`config.mk`:
```
export PLATFORM = sky130hd
export DESIGN_NAME = busy_serial_master
export DESIGN_NICKNAME = d
export VERILOG_FILES = /design/src/rtl/sm_pkg.sv /design/src/rtl/sm_frame_timer.sv /design/src/rtl/sm_shifter.sv /design/src/rtl/sm_regfile.sv /design/src/rtl/busy_serial_master.sv
export SDC_FILE = /design/constraint.sdc
export NUM_CORES = 1
export LEC_CHECK = 0
export ABC_AREA = 1
export BUFFER_PORTS_ARGS = -buffer_cell sky130_fd_sc_hd__buf_4
export CORE_MARGIN = 2
export CORE_UTILIZATION = 30
export CTS_CLUSTER_DIAMETER = 80
export DETAILED_ROUTE_END_ITERATION = 16
export SETUP_SLACK_MARGIN = 0.1
export SLEW_MARGIN = 20
export SYNTH_ARGS = -nofsm -noshare
export SYNTH_HDL_FRONTEND = slang
export SYNTH_SLANG_ARGS = --single-unit
```
`constraint.sdc`:
```
create_clock -name clk -period 3.9 [get_ports clk]
set_input_delay 0.585 -clock clk [delete_from_list [all_inputs] [get_ports clk]]
set_output_delay 0.585 -clock clk [all_outputs]
set_load 0.02 [all_outputs]
```
`src/rtl/sm_pkg.sv`:
```
package sm_pkg;

   typedef enum logic {
      LNK_IDLE = 1'b0,
      LNK_XFER = 1'b1
   } link_state_t;

   function automatic int unsigned max2(input int unsigned a, input int unsigned b);
      return (a > b) ? a : b;
   endfunction

endpackage

```
`src/rtl/sm_frame_timer.sv`:
```
module sm_frame_timer #(
   parameter int unsigned PER_A = 1_660_000,
   parameter int unsigned PER_B = 2_000_000
) (
   input  logic clk,
   input  logic rst_n,
   input  logic sel,
   output logic tick
);
   localparam int unsigned PER_MAX = sm_pkg::max2(PER_A, PER_B);
   localparam int          CW      = $clog2(PER_MAX + 1);

   if (PER_A < 2 || PER_B < 2) begin : g_bad_per
      $error("sm_frame_timer: frame periods must be at least 2 cycles");
   end

   logic [CW-1:0] cnt_q;
   logic [CW-1:0] per_q;
   logic          wrap;

   assign wrap = (cnt_q == per_q - CW'(1));
   assign tick = wrap;

   always_ff @(posedge clk or negedge rst_n) begin
      if (!rst_n) begin
         cnt_q <= '0;
      end else if (wrap) begin
         cnt_q <= '0;
      end else begin
         cnt_q <= cnt_q + CW'(1);
      end
   end

   if (PER_A == PER_B) begin : g_fixed
      assign per_q = CW'(PER_A);
   end else begin : g_select
      logic [CW-1:0] per_r;
      always_ff @(posedge clk or negedge rst_n) begin
         if (!rst_n) begin
            per_r <= CW'(PER_A);
         end else if (wrap) begin
            per_r <= sel ? CW'(PER_B) : CW'(PER_A);
         end
      end
      assign per_q = per_r;
   end

endmodule

```
`src/rtl/sm_shifter.sv`:
```
module sm_shifter #(
   parameter int unsigned DW       = 8,
   parameter int unsigned HALF_CYC = 30
) (
   input  logic          clk,
   input  logic          rst_n,
   input  logic          start,
   input  logic [DW-1:0] tx_byte,
   input  logic          miso,
   output logic          sclk,
   output logic          mosi,
   output logic          run,
   output logic          done,
   output logic [DW-1:0] rx_byte
);
   localparam int BW = (DW > 1) ? $clog2(DW) : 1;

   if (DW < 2) begin : g_bad_dw
      $error("sm_shifter: DW must be at least 2");
   end
   if (HALF_CYC < 1) begin : g_bad_half
      $error("sm_shifter: HALF_CYC must be at least 1");
   end

   logic          run_q;
   logic          sclk_q;
   logic          done_q;
   logic [DW-1:0] txs_q;
   logic [DW-1:0] rxs_q;
   logic [BW-1:0] bits_q;
   logic          edge_due;

   if (HALF_CYC == 1) begin : g_div_none
      assign edge_due = run_q;
   end else begin : g_div_cnt
      localparam int DCW = $clog2(HALF_CYC);
      logic [DCW-1:0] div_q;
      always_ff @(posedge clk or negedge rst_n) begin
         if (!rst_n) begin
            div_q <= '0;
         end else if (start || !run_q) begin
            div_q <= '0;
         end else if (div_q == DCW'(HALF_CYC - 1)) begin
            div_q <= '0;
         end else begin
            div_q <= div_q + DCW'(1);
         end
      end
      assign edge_due = run_q && (div_q == DCW'(HALF_CYC - 1));
   end

   always_ff @(posedge clk or negedge rst_n) begin
      if (!rst_n) begin
         run_q  <= 1'b0;
         sclk_q <= 1'b0;
         done_q <= 1'b0;
         txs_q  <= '0;
         rxs_q  <= '0;
         bits_q <= '0;
      end else if (start) begin
         run_q  <= 1'b1;
         sclk_q <= 1'b0;
         done_q <= 1'b0;
         txs_q  <= tx_byte;
         bits_q <= '0;
      end else begin
         done_q <= 1'b0;
         if (edge_due) begin
            if (!sclk_q) begin
               sclk_q <= 1'b1;
               rxs_q  <= {rxs_q[DW-2:0], miso};
            end else begin
               sclk_q <= 1'b0;
               txs_q  <= {txs_q[DW-2:0], 1'b0};
               if (bits_q == BW'(DW - 1)) begin
                  run_q  <= 1'b0;
                  done_q <= 1'b1;
               end else begin
                  bits_q <= bits_q + BW'(1);
               end
            end
         end
      end
   end

   assign sclk    = sclk_q;
   assign mosi    = run_q & txs_q[DW-1];
   assign run     = run_q;
   assign done    = done_q;
   assign rx_byte = rxs_q;

endmodule

```
`src/rtl/sm_regfile.sv`:
```
module sm_regfile #(
   parameter int unsigned DEPTH = 25,
   parameter int unsigned DW    = 8,
   localparam int         AW    = (DEPTH > 1) ? $clog2(DEPTH) : 1
) (
   input  logic          clk,
   input  logic          rst_n,
   input  logic          we,
   input  logic [AW-1:0] waddr,
   input  logic [DW-1:0] wdata,
   input  logic [AW-1:0] raddr,
   output logic [DW-1:0] rdata
);
   logic [DEPTH*DW-1:0] flat;

   for (genvar e = 0; e < DEPTH; e++) begin : g_ent
      logic [DW-1:0] ent_q;
      always_ff @(posedge clk or negedge rst_n) begin
         if (!rst_n) begin
            ent_q <= '0;
         end else if (we && (waddr == AW'(e))) begin
            ent_q <= wdata;
         end
      end
      assign flat[e*DW +: DW] = ent_q;
   end

   always_comb begin
      rdata = '0;
      for (int i = 0; i < DEPTH; i++) begin
         if (raddr == AW'(i)) begin
            rdata = flat[i*DW +: DW];
         end
      end
   end

endmodule

```
`src/rtl/busy_serial_master.sv`:
```
module busy_serial_master #(
   parameter int unsigned NBYTES      = 25,
   parameter int unsigned DW          = 8,
   parameter int unsigned HALF_CYC    = 30,
   parameter int unsigned SLOT_CYC    = 40_000,
   parameter int unsigned FRAME_A_CYC = 1_660_000,
   parameter int unsigned FRAME_B_CYC = 2_000_000
) (
   input  logic                      clk,
   input  logic                      rst_n,
   input  logic                      frame_sel,
   input  logic                      tx_we,
   input  logic [$clog2(NBYTES)-1:0] tx_addr,
   input  logic [DW-1:0]             tx_wdata,
   input  logic [$clog2(NBYTES)-1:0] rx_addr,
   output logic [DW-1:0]             rx_rdata,
   input  logic                      busy,
   input  logic                      miso,
   output logic                      cs,
   output logic                      sclk,
   output logic                      mosi,
   output logic                      done,
   output logic                      overrun
);
   import sm_pkg::*;

   localparam int          AW       = $clog2(NBYTES);
   localparam int          SCW      = $clog2(SLOT_CYC);
   localparam int unsigned BYTE_CYC = 2 * HALF_CYC * DW + 1;

   if (NBYTES < 2) begin : g_bad_n
      $error("busy_serial_master: NBYTES must be at least 2");
   end
   if (SLOT_CYC <= BYTE_CYC) begin : g_bad_slot
      $error("busy_serial_master: SLOT_CYC must exceed one byte time");
   end

   link_state_t   st_q;
   logic [AW-1:0] idx_q;
   logic [SCW-1:0] slot_q;
   logic          done_q;
   logic          ovr_q;

   logic          tick;
   logic          slot_edge;
   logic          eng_start;
   logic          eng_run;
   logic          eng_done;
   logic          last_byte;
   logic [DW-1:0] eng_tx;
   logic [DW-1:0] eng_rx;

   sm_frame_timer #(
      .PER_A (FRAME_A_CYC),
      .PER_B (FRAME_B_CYC)
   ) u_frame (
      .clk   (clk),
      .rst_n (rst_n),
      .sel   (frame_sel),
      .tick  (tick)
   );

   sm_regfile #(
      .DEPTH (NBYTES),
      .DW    (DW)
   ) u_txf (
      .clk   (clk),
      .rst_n (rst_n),
      .we    (tx_we),
      .waddr (tx_addr),
      .wdata (tx_wdata),
      .raddr (idx_q),
      .rdata (eng_tx)
   );

   sm_regfile #(
      .DEPTH (NBYTES),
      .DW    (DW)
   ) u_rxf (
      .clk   (clk),
      .rst_n (rst_n),
      .we    (eng_done),
      .waddr (idx_q),
      .wdata (eng_rx),
      .raddr (rx_addr),
      .rdata (rx_rdata)
   );

   sm_shifter #(
      .DW       (DW),
      .HALF_CYC (HALF_CYC)
   ) u_shift (
      .clk     (clk),
      .rst_n   (rst_n),
      .start   (eng_start),
      .tx_byte (eng_tx),
      .miso    (miso),
      .sclk    (sclk),
      .mosi    (mosi),
      .run     (eng_run),
      .done    (eng_done),
      .rx_byte (eng_rx)
   );

   assign slot_edge = (st_q == LNK_XFER) && (slot_q == '0);
   assign eng_start = slot_edge && !eng_run && !busy;
   assign last_byte = (idx_q == AW'(NBYTES - 1));

   always_ff @(posedge clk or negedge rst_n) begin
      if (!rst_n) begin
         st_q   <= LNK_IDLE;
         idx_q  <= '0;
         slot_q <= '0;
         done_q <= 1'b0;
      end else begin
         done_q <= 1'b0;
         if (st_q == LNK_IDLE) begin
            if (tick) begin
               st_q   <= LNK_XFER;
               idx_q  <= '0;
               slot_q <= '0;
            end
         end else begin
            if (slot_q == SCW'(SLOT_CYC - 1)) begin
               slot_q <= '0;
            end else begin
               slot_q <= slot_q + SCW'(1);
            end
            if (eng_done) begin
               if (last_byte) begin
                  st_q   <= LNK_IDLE;
                  done_q <= 1'b1;
               end else begin
                  idx_q <= idx_q + AW'(1);
               end
            end
         end
      end
   end

   always_ff @(posedge clk or negedge rst_n) begin
      if (!rst_n) begin
         ovr_q <= 1'b0;
      end else if (tick && (st_q == LNK_XFER)) begin
         ovr_q <= 1'b1;
      end
   end

   assign cs      = (st_q == LNK_XFER);
   assign done    = done_q;
   assign overrun = ovr_q;

endmodule

```
==> results.txt, run 1 <==
Vias/cell: 4.77
Syn Nets: 2815
Peak VDD IR: 0.308 mV
Aggregate negative setup slack: 0 ps
Status: finished, final reports clean
Layout Nets: 2843
Mapped Cells: 2778
MaxCap Viol Count: 0
RSZ-0062 raised after global routing: true
# fillers: 7643
Most common flop cell mapped by yosys: dfrtp_1
CTS tree: yes
Area grow syn2layout: 14.7%
Cell Rows: 99
Antenna violations before repair: 0
Startpoint Class: input port
First-pass GRT wire length: 94.4 mm
Share of cells above drive strength 1: 8.37%
H-tree depth: 2
Design Area, Final: 25300 um^2
DRT antenna net count: 0
Min-Delay Path Class: input port to async pin
Hold Fails Final Rpt: 0
Ys async rst share: 100%
Worst-path clk slew: 60 ps
Routability cong.: 0.901
Global-route usage over all layers: 15.5%
Final worst path period need: 3670 ps
Slew Limit Fails: 0
Placed Area: 23500 um^2
Metal3 WL: 3.02 mm
Multi-input gate area: 8980 um^2
Pwr dens: 439 nW/um^2
Syn Area/Cell: 7.95 um^2
Routed wire length: 58.9 mm
Root Buffer: clkbuf_16
Final worst setup slack: 234 ps
# port buffers: 36
Synth Register Bits: 474
Crit path arrival time: 3080 ps
Metal-1 WL: 29.5 mm
Distinct cells, synth: 53
Rel. slew slack: 24.6%
Static leakage: 11.8 nW
WP data required: 3310 ps
Post-synth EDFFs: 0
Clk sinks: 474
DR top layer: met4
Hold WS: 39.9 ps
Critical path type: input port to output pin
Power Total: 11.1 mW
Pre-CTS WS: 101 ps
Post-DR wirelength/cell: 15.5 um
Clk buf depth: 3
Cts bufs inserted: 50
Antenna Cells: 0
Max Clock Skew: 29.0 ps
Dpl hpwl: 39.6 mm
DR pass1 iterations: 5
Max FO, Critical Path: 8
Die Area: 75900 um^2
DR DRC count: 0
Number of global-route vias before repair: 16800
Mapped Area: 22100 um^2
Core box area: 73000 um^2
Syn. warnings: 0
Sequential area share after synthesis: 53.7%
Sequential cell area: 11900 um^2
FMAX: 0.273 GHz
Starting DRT DRC Count: 1529
DR vias: 18100
Clk Latency, worst-skew pair: 600 ps
Grt total ovfl: 0
Period utilization: 94.0%
Met2 WL: 25.1 mm
Hold buffers post-CTS: 0
Crit. End Element: output pin
Die Y: 275 um
Die W: 275 um
# setup viols final: 0
Initial core utilization: 30.3%
Ports: 37
Largest net degree at the start of global routing: 97
Worst-margin pin slew: 1130 ps
[final cells by class]
| class | instances | area share (%) |
|---|---|---|
| Sequential cell | 474 | 46.8 |
| Multi-Input combinational cell | 1949 | 35.5 |
| Clock buffer | 76 | 5.88 |
| Tap cell | 959 | 4.74 |
| Inverter | 249 | 3.75 |
| Timing Repair Buffer | 82 | 2.75 |
| Clock inverter | 12 | 0.602 |
[sequential cells by signal (all words and copies together) (netlist names)]
signal                   cells
u_rxf.g_ent.ent_q          200
u_txf.g_ent.ent_q          200
slot_q                      16
overrun                      1
u_shift.txs_q                8
done                         1
cs                           1
u_frame.cnt_q               21
u_shift.done                 1
u_shift.sclk                 1
u_shift.g_div_cnt.div_q      5
u_shift.run                  1
idx_q                        5
u_shift.bits_q               3
u_frame.g_select.per_r       2
u_shift.rx_byte              8
[per-layer routing]
metal,up-vias,GRT usage (%)
met5,-,0
li1,9038,-
met4,0,4.34
met1,8601,23.4
met3,82,2.35
met2,396,23.1
[worst max-delay path, stage by stage]
cell and delay (ps):
buf_8 80, clkinvlp_4 180, nand3_4 160, nor2_4 70, a221oi_2 290, nand4_1 130, o21ai_1 100, nand3_1 110
o22ai_2 140, nand4_1 170, a21oi_2 180, o2111ai_2 140, a21oi_2 130, nand4_1 130, mux2i_1 180, nand4_1 130
buf_6 150
[final timing paths]
| kind | startpoint | end | slack [ps] | depth (start not counted) |
|---|---|---|---|---|
| min reg2reg | u_frame.cnt_q[0] | u_frame.cnt_q[0] | 460 | 1 |
| max in group asynchronous | rst_n | u_txf.g_ent[1].ent_q[6] | 2930 | 2 |
| min in group clk | frame_sel | u_frame.g_select.per_r[16] | 160 | 2 |
| max reg2reg | idx_q[1] | u_shift.txs_q[7] | 440 | 31 |
| max | rx_addr[4] | rx_rdata[5] | 230 | 17 |
| min | rst_n | u_rxf.g_ent[1].ent_q[6] | 40 | 1 |
[power by group]
group	internal (mW)	switching (mW)
Sequential	5.30	0.191
Combinational	0.285	0.529
Clock	2.82	2.00
Total	8.41	2.72
[cell families after synthesis]
family	share of synthesized area (%)
xor gates and xnor gates	0.515
DFF	53.7
buffers and inverters	6.23
AOI/OAI and AO/OA	14.2
muxes	0.136
adders and majority gates	0.736
and+or+nand+nor	24.5
[layout by cell type, fill, tap and decap left out, types with 13 or more instances in the layout]
master,n
nand2_1,970
o21ai_0,486
dfrtp_1,473
inv_1,230
nor2_1,114
nand3_1,100
buf_4,74
clkbuf_16,50
nand4_1,49
a21oi_1,42
or2_2,25
nor3_1,23
clkbuf_8,14
o21a_1,13
ha_1,13
[per-stage QoR]
stage / utilization [%] / std cells
2_1_floorplan: - / 2778
3_3_place_gp: 32.2 / 3703
3_5_place_dp: 32.2 / 3703
4_1_cts: 34.4 / 3791
5_1_grt: 34.7 / 3801
6_report: 34.7 / 3801
[what timing repair did]
| item | in CTS | in global routing |
|---|---|---|
| setup endpoints to repair | 2 | 10 |
| resized for setup | 1 | 47 |
| buffers inserted | 0 | 10 |
| pin swaps | 0 | 20 |
[cells in the mapped netlist (all sizes together), types with 2 or more instances]
cell	instances	area [um^2]
o2111ai	3	26.3
clkbuf	95	357
o32ai	2	17.5
o21a	13	97.6
buf	11	73.8
o21ai	501	2510
o22ai	13	81.3
xor2	10	87.6
ha	13	163
nor4	7	43.8
xnor2	3	26.3
a21oi	48	240
nand4	49	307
nand2	975	3670
or2	30	188
a31oi	2	12.5
nor3	25	148
nor2	130	520
dfrtp	473	11800
a221oi	2	17.5
o211ai	3	22.5
nand3	102	523
inv	243	912
mux2i	3	30.0
clkinv	6	35.0
Note: power is estimated with default switching activity, not from simulation.
==> run 2: changes to the inputs <==
--- a/config.mk
+++ b/config.mk
@@ -7,10 +7,14 @@
 export LEC_CHECK = 0
 export ABC_AREA = 1
 export BUFFER_PORTS_ARGS = -buffer_cell sky130_fd_sc_hd__buf_4
+export CELL_PAD_IN_SITES_DETAIL_PLACEMENT = 0
+export CELL_PAD_IN_SITES_GLOBAL_PLACEMENT = 1
 export CORE_MARGIN = 2
 export CORE_UTILIZATION = 30
 export CTS_CLUSTER_DIAMETER = 80
 export DETAILED_ROUTE_END_ITERATION = 16
+export PLACE_DENSITY_LB_ADDON = 0.1
+export RECOVER_POWER = 50
 export SETUP_SLACK_MARGIN = 0.1
 export SLEW_MARGIN = 20
 export SYNTH_ARGS = -nofsm -noshare
==> results.txt, run 2 (synthesized netlist as in run 1, its figures left out) <==
Status: finished, violations left (was finished, final reports clean)
Failing checks: max-capacitance violations, max-slew violations
Die Y: 275 um (unchanged)
# setup viols final: 0 (unchanged)
Area grow syn2layout: 17.0% (was 14.7%)
Rel. slew slack: -82.5% (was 24.6%)
Hold Fails Final Rpt: 0 (unchanged)
Worst-path clk slew: 60 ps (about the same)
DR DRC count: 0 (unchanged)
Root Buffer: clkbuf_16 (unchanged)
Crit path arrival time: 3050 ps (was 3080 ps)
Clk buf depth: 3 (unchanged)
Max Clock Skew: 21.0 ps (was 29.0 ps)
CTS tree: yes (unchanged)
WHS Path Cells: 2
Post-DR wirelength/cell: 17.8 um (was 15.5 um)
Ports: 37 (unchanged)
DRT antenna net count: 0 (unchanged)
Period utilization: 93.2% (was 94.0%)
Final worst setup slack: 264 ps (was 234 ps)
Crit. End Element: output pin (unchanged)
Worst-margin pin slew: 2740 ps (was 1130 ps)
Critical path cell sequence: buf_4, nor2_1, nand2_2, nor2_2, inv_1, o22ai_2, nand3_1, a21oi_2, nand4_1, o21ai_1, nand3_1, o21ai_1, nand4_1, o21ai_2, nand3_1, o21ai_1, nand4_1, a221o_1, buf_4 (was buf_8, clkinvlp_4, nand3_4, nor2_4, a221oi_2, nand4_1, o21ai_1, nand3_1, o22ai_2, nand4_1, a21oi_2, o2111ai_2, a21oi_2, nand4_1, mux2i_1, nand4_1, buf_6)
Antenna violations before repair: 0 (unchanged)
Biggest regs: u_rxf.g_ent.ent_q (200), u_txf.g_ent.ent_q (200), u_frame.cnt_q (21) (unchanged)
Cts bufs inserted: 58 (was 50)
DR vias: 18400 (was 18100)
Core box area: 73000 um^2 (unchanged)
Power Total: 11.9 mW (was 11.1 mW)
FMAX: 0.275 GHz (was 0.273 GHz)
Die Area: 75900 um^2 (unchanged)
Flop pwr share: 46.4% (was 49.4%)
Global-route usage over all layers: 18.5% (was 15.5%)
Met2 WL: 30.8 mm (was 25.1 mm)
Slew Limit Fails: 46 (was 0)
H-tree depth: 2 (unchanged)
Most frequent cells in the layout: nand2_1, o21ai_0, dfrtp_1, inv_1, nor2_1 (unchanged)
WP data required: 3310 ps (about the same)
Aggregate negative setup slack: 0 ps (unchanged)
Startpoint Class: input port (unchanged)
Metal-1 WL: 34.0 mm (was 29.5 mm)
Most common cell after layout, fill and taps aside: nand2_1 (unchanged)
Slowest CP cell: a221o_1 (was a221oi_2)
Peak VDD IR: 0.374 mV (was 0.308 mV)
Clk Latency, worst-skew pair: 620 ps (was 600 ps)
Number of global-route vias before repair: 18000 (was 16800)
Min-Delay Path Class: input port to flop (was input port to async pin)
Pint: 8.94 mW (was 8.41 mW)
Vias/cell: 4.78 (was 4.77)
Antenna Cells: 0 (unchanged)
Sequential cell area: 11900 um^2 (about the same)
Dpl hpwl: 47.1 mm (was 39.6 mm)
R2r worst-path depth: 31 (unchanged)
Multi-input gate area: 9020 um^2 (was 8980 um^2)
Final worst path period need: 3640 ps (was 3670 ps)
Die W: 275 um (unchanged)
Switching part of the total: 24.7% (was 24.5%)
First-pass GRT wire length: 109 mm (was 94.4 mm)
MaxCap Viol Count: 1 (was 0)
DR pass1 iterations: 6 (was 5)
Layout Nets: 2881 (was 2843)
Routability cong.: 0.827 (was 0.901)
Grt total ovfl: 0 (unchanged)
Critical path type: input port to output pin (unchanged)
Cell Rows: 99 (unchanged)
DR top layer: met4 (unchanged)
Clk pwr share: 46.5% (was 43.3%)
RSZ-0062 raised after global routing: true (unchanged)
Initial core utilization: 30.3% (unchanged)
# port buffers: 36 (unchanged)
Clk sinks: 474 (unchanged)
Pre-CTS WS: 36.3 ps (was 101 ps)
Routed wire length: 68.5 mm (was 58.9 mm)
Starting DRT DRC Count: 1395 (was 1529)
Switching pwr: 2.93 mW (was 2.72 mW)
Share of cells above drive strength 1: 10.1% (was 8.37%)
Max FO, Critical Path: 5 (was 8)
CP max stage delay: 290 ps (about the same)
Static leakage: 12.1 nW (was 11.8 nW)
Largest net degree at the start of global routing: 87 (was 97)
# fillers: 7677 (was 7643)
Combinational fraction of design power: 7.2% (was 7.3%)
Metal3 WL: 2.45 mm (was 3.02 mm)
Pwr dens: 460 nW/um^2 (was 439 nW/um^2)
-- run 2: changes by cell type in the layout (fill, tap and decap cells not counted), sizes merged --
cell and change:
dlygate4sd3 +1, inv +6, clkinv -3, dlymetal6s4s +1, bufinv +3, buf +21
clkbuf +14
-- run 2: path summary, 6_finish.rpt --
kind / startpoint / to / slack (ps)
hold reg to reg: u_frame.cnt_q[0] / u_frame.cnt_q[0] / 470
setup / recovery: rx_addr[1] / rx_rdata[1] / 260
min in group asynchronous: rst_n / u_rxf.g_ent[2].ent_q[7] / 1480
setup reg to reg: idx_q[0] / u_shift.txs_q[3] / 450
max in group asynchronous: rst_n / u_frame.cnt_q[17] / 510
hold / removal: frame_sel / u_frame.g_select.per_r[16] / 140
-- run 2: metrics by stage --
| stage | instance area (um^2) | cells | hold slack, ps | utilization, % |
|---|---|---|---|---|
| finish | 25800 | 3844 | 139 | 35.4 |
| global route | 25800 | 3844 | 113 | 35.4 |
| CTS | 25700 | 3838 | 105 | 35.2 |
| detailed placement | 23700 | 3736 | 463 | 32.5 |
| global placement | 23700 | 3736 | 453 | 32.5 |
| floorplan | 22100 | 2778 | 289 | - |
-- run 2: what timing repair did --
action	CTS	global route
pin swaps	1	24
endpoints found under the setup margin	4	16
hold buffers	1	0
endpoints found under the hold margin	41	0
buffers inserted	0	6
gates resized for setup	9	51
-- run 2: power groups by stage --
stage                     Clock [mW]  Sequential, mW  Combinational [mW]
after global placement             0            5.58               0.857
after CTS                       5.69            5.50               0.878
final                           5.52            5.51               0.853
after floorplan                    0            5.53               0.498
after global routing            5.88            5.55                1.01
after detailed placement           0            5.59               0.873
-- run 2: metal layers --
| metal | up-vias | global-route usage, % |
|---|---|---|
| met5 | - | 0 |
| met4 | 0 | 4.15 |
| met3 | 81 | 2.26 |
| met2 | 311 | 29.2 |
| met1 | 8838 | 26.9 |
| li1 | 9132 | - |
-- run 2: layout make-up --
| cell class | instances | share of cell area (%) |
|---|---|---|
| flip-flops and latches | 474 | 45.9 |
| multi-input cells | 1949 | 34.9 |
| clock buffers | 83 | 6.45 |
| well taps | 959 | 4.64 |
| inverters | 249 | 3.66 |
| repair buffers | 112 | 3.44 |
| clock inverters | 18 | 1.02 |
-- run 2: critical path, delay by kind of cell --
family	cells	cell delay (ps)
AOI/OAI and AO/OA	7	1020
buffers and inverters	3	390
and+or+nand+nor	9	1050
==> run 3: changes to the inputs <==
--- a/config.mk
+++ b/config.mk
@@ -7,6 +7,7 @@
 export LEC_CHECK = 0
 export ABC_AREA = 1
 export BUFFER_PORTS_ARGS = -buffer_cell sky130_fd_sc_hd__buf_4
+export CAP_MARGIN = 10
 export CELL_PAD_IN_SITES_DETAIL_PLACEMENT = 0
 export CELL_PAD_IN_SITES_GLOBAL_PLACEMENT = 1
 export CORE_MARGIN = 2
==> constraint.sdc (replaced) <==
create_clock -name clk -period 4.6 [get_ports clk]
set_input_delay 0.69 -clock clk [delete_from_list [all_inputs] [get_ports clk]]
set_output_delay 0.69 -clock clk [all_outputs]
set_load 0.02 [all_outputs]
==> results.txt, run 3 (synthesized netlist as in run 1, its figures left out) <==
Status: finished, violations left (unchanged)
Failing checks: max-capacitance violations, max-slew violations (unchanged)
Switching pwr: 2.47 mW (was 2.93 mW)
Slew Limit Fails: 402 (was 46)
Most common cell after layout, fill and taps aside: nand2_1 (unchanged)
Worst-path clk slew: 60 ps (about the same)
Die Y: 275 um (unchanged)
Cts bufs inserted: 57 (was 58)
Static leakage: 11.9 nW (was 12.1 nW)
Max FO, Critical Path: 7 (was 5)
Cell Rows: 99 (unchanged)
Biggest regs: u_rxf.g_ent.ent_q (200), u_txf.g_ent.ent_q (200), u_frame.cnt_q (21) (unchanged)
Util after Layout: 34.8% (was 35.4%)
Global-route usage over all layers: 18.2% (was 18.5%)
Vias/cell: 4.75 (was 4.78)
Number of global-route vias before repair: 18000 (about the same)
# port buffers: 36 (unchanged)
Grt total ovfl: 0 (unchanged)
Largest net degree at the start of global routing: 112 (was 87)
MaxCap Viol Count: 5 (was 1)
Slowest CP cell: a221oi_1 (was a221o_1)
Routability cong.: 0.856 (was 0.827)
H-tree depth: 2 (unchanged)
Combinational fraction of design power: 6.9% (was 7.2%)
Core box area: 73000 um^2 (unchanged)
Crit. End Element: output pin (unchanged)
Setup Buffers After CTS: 0 (unchanged)
Flop pwr share: 46.2% (was 46.4%)
Final worst setup slack: 404 ps (was 264 ps)
Rel. slew slack: -58.6% (was -82.5%)
Worst-margin pin slew: 2380 ps (was 2740 ps)
Pint: 7.63 mW (was 8.94 mW)
Startpoint Class: input port (unchanged)
Pwr dens: 398 nW/um^2 (was 460 nW/um^2)
DR vias: 18100 (was 18400)
Ports: 37 (unchanged)
Most frequent cells in the layout: nand2_1, o21ai_0, dfrtp_1, inv_1, nor2_1 (unchanged)
Layout Nets: 2839 (was 2881)
# setup viols final: 0 (unchanged)
Critical path type: input port to output pin (unchanged)
DRT antenna net count: 0 (unchanged)
DR DRC count: 0 (unchanged)
Area grow syn2layout: 14.8% (was 17.0%)
Resize count post-CTS: 0 (was 9)
Critical path cell sequence: buf_4, inv_1, nand2_1, nor2_1, nand2_1, nand2_1, a221oi_1, nand3_1, a21oi_1, nand4_1, a21oi_1, nand4_1, a21oi_1, a21boi_1, nand4_1, o21ai_0, nand2_1, a21oi_1, nand4_1, buf_4 (was buf_4, nor2_1, nand2_2, nor2_2, inv_1, o22ai_2, nand3_1, a21oi_2, nand4_1, o21ai_1, nand3_1, o21ai_1, nand4_1, o21ai_2, nand3_1, o21ai_1, nand4_1, a221o_1, buf_4)
Hold Fails Final Rpt: 0 (unchanged)
Clk pwr share: 46.9% (was 46.5%)
Hold buffers post-CTS: 0 (was 1)
Initial core utilization: 30.3% (unchanged)
Clk Latency, worst-skew pair: 620 ps (about the same)
Clk sinks: 474 (unchanged)
RSZ-0062 raised after global routing: true (unchanged)
CTS tree: yes (unchanged)
Dpl hpwl: 45.6 mm (was 47.1 mm)
Pre-CTS WS: 297 ps (was 36.3 ps)
Crit path arrival time: 3510 ps (was 3050 ps)
Final worst path period need: 4200 ps
Max Clock Skew: 23.3 ps (was 21.0 ps)
Min-Delay Path Class: input port to flop (unchanged)
Clk buf depth: 3 (unchanged)
Power Total: 10.1 mW (was 11.9 mW)
FMAX: 0.238 GHz
Share of cells above drive strength 1: 7.44% (was 10.1%)
Post-DR wirelength/cell: 17.8 um (about the same)
Peak VDD IR: 0.284 mV (was 0.374 mV)
WP data required: 3910 ps (was 3310 ps)
Die Area: 75900 um^2 (unchanged)
Antenna violations before repair: 1 (was 0)
CP max stage delay: 240 ps (was 290 ps)
First-pass GRT wire length: 107 mm (was 109 mm)
Root Buffer: clkbuf_16 (unchanged)
Die W: 275 um (unchanged)
Aggregate negative setup slack: 0 ps (unchanged)
Starting DRT DRC Count: 1132 (was 1395)
Switching part of the total: 24.5% (was 24.7%)
Period utilization: 91.2%
DR pass1 iterations: 5 (was 6)
Routed wire length: 67.7 mm (was 68.5 mm)
==> run 3: area by class of cell <==
type / instances / area [um^2]
Clock buffer: 86 / 1720
Inverter: 249 / 947
Clock inverter: 19 / 258
Fill cell: 7764 / 47600
Multi-Input combinational cell: 1949 / 8870
Timing Repair Buffer: 71 / 510
Antenna cell: 1 / 2.50
Tap cell: 959 / 1200
Sequential cell: 474 / 11900
==> run 3: power groups by stage <==
stage	combinational (mW)	clock, mW	sequential (mW)
floorplan	0.422	0	4.69
global placement	0.712	0	4.73
detailed placement	0.729	0	4.73
CTS	0.730	4.88	4.66
global route	0.823	5.04	4.71
finish	0.696	4.74	4.67
==> run 3: path summary, 6_finish.rpt <==
| path | start | end | slack (ps) | cells after the start |
|---|---|---|---|---|
| max in group asynchronous | rst_n | u_txf.g_ent[19].ent_q[0] | 890 | 2 |
| min in group asynchronous | rst_n | u_rxf.g_ent[1].ent_q[3] | 790 | 1 |
| worst min register to register | u_frame.cnt_q[0] | u_frame.cnt_q[0] | 460 | 1 |
| worst max-delay path | rx_addr[4] | rx_rdata[0] | 400 | 20 |
| worst min-delay path | frame_sel | u_frame.g_select.per_r[16] | 240 | 2 |
| worst max register to register | idx_q[1] | u_shift.txs_q[5] | 930 | 33 |
==> run 3: per-layer routing <==
layer / wire, um / track usage [%] / vias up
li1: - / - / 9045
met1: 33300 / 25.8 / 8629
met2: 30300 / 29.0 / 295
met3: 2460 / 2.32 / 108
met4: 1670 / 5.22 / 0
met5: 0 / 0 / -
==> run 3: stage by stage <==
step | instance area (um^2) | instances | hold slack [ps]
2_1_floorplan | 22100 | 2778 | 394
3_3_place_gp | 23500 | 3702 | 448
3_5_place_dp | 23500 | 3702 | 465
4_1_cts | 25400 | 3807 | 127
5_1_grt | 25400 | 3807 | 222
6_report | 25400 | 3808 | 241
==> run 3: worst max-delay path, delay by kind of cell <==
family | cells | cell delay, ps
buf+inv | 3 | 370
compound gates | 7 | 1180
simple gates | 10 | 1250
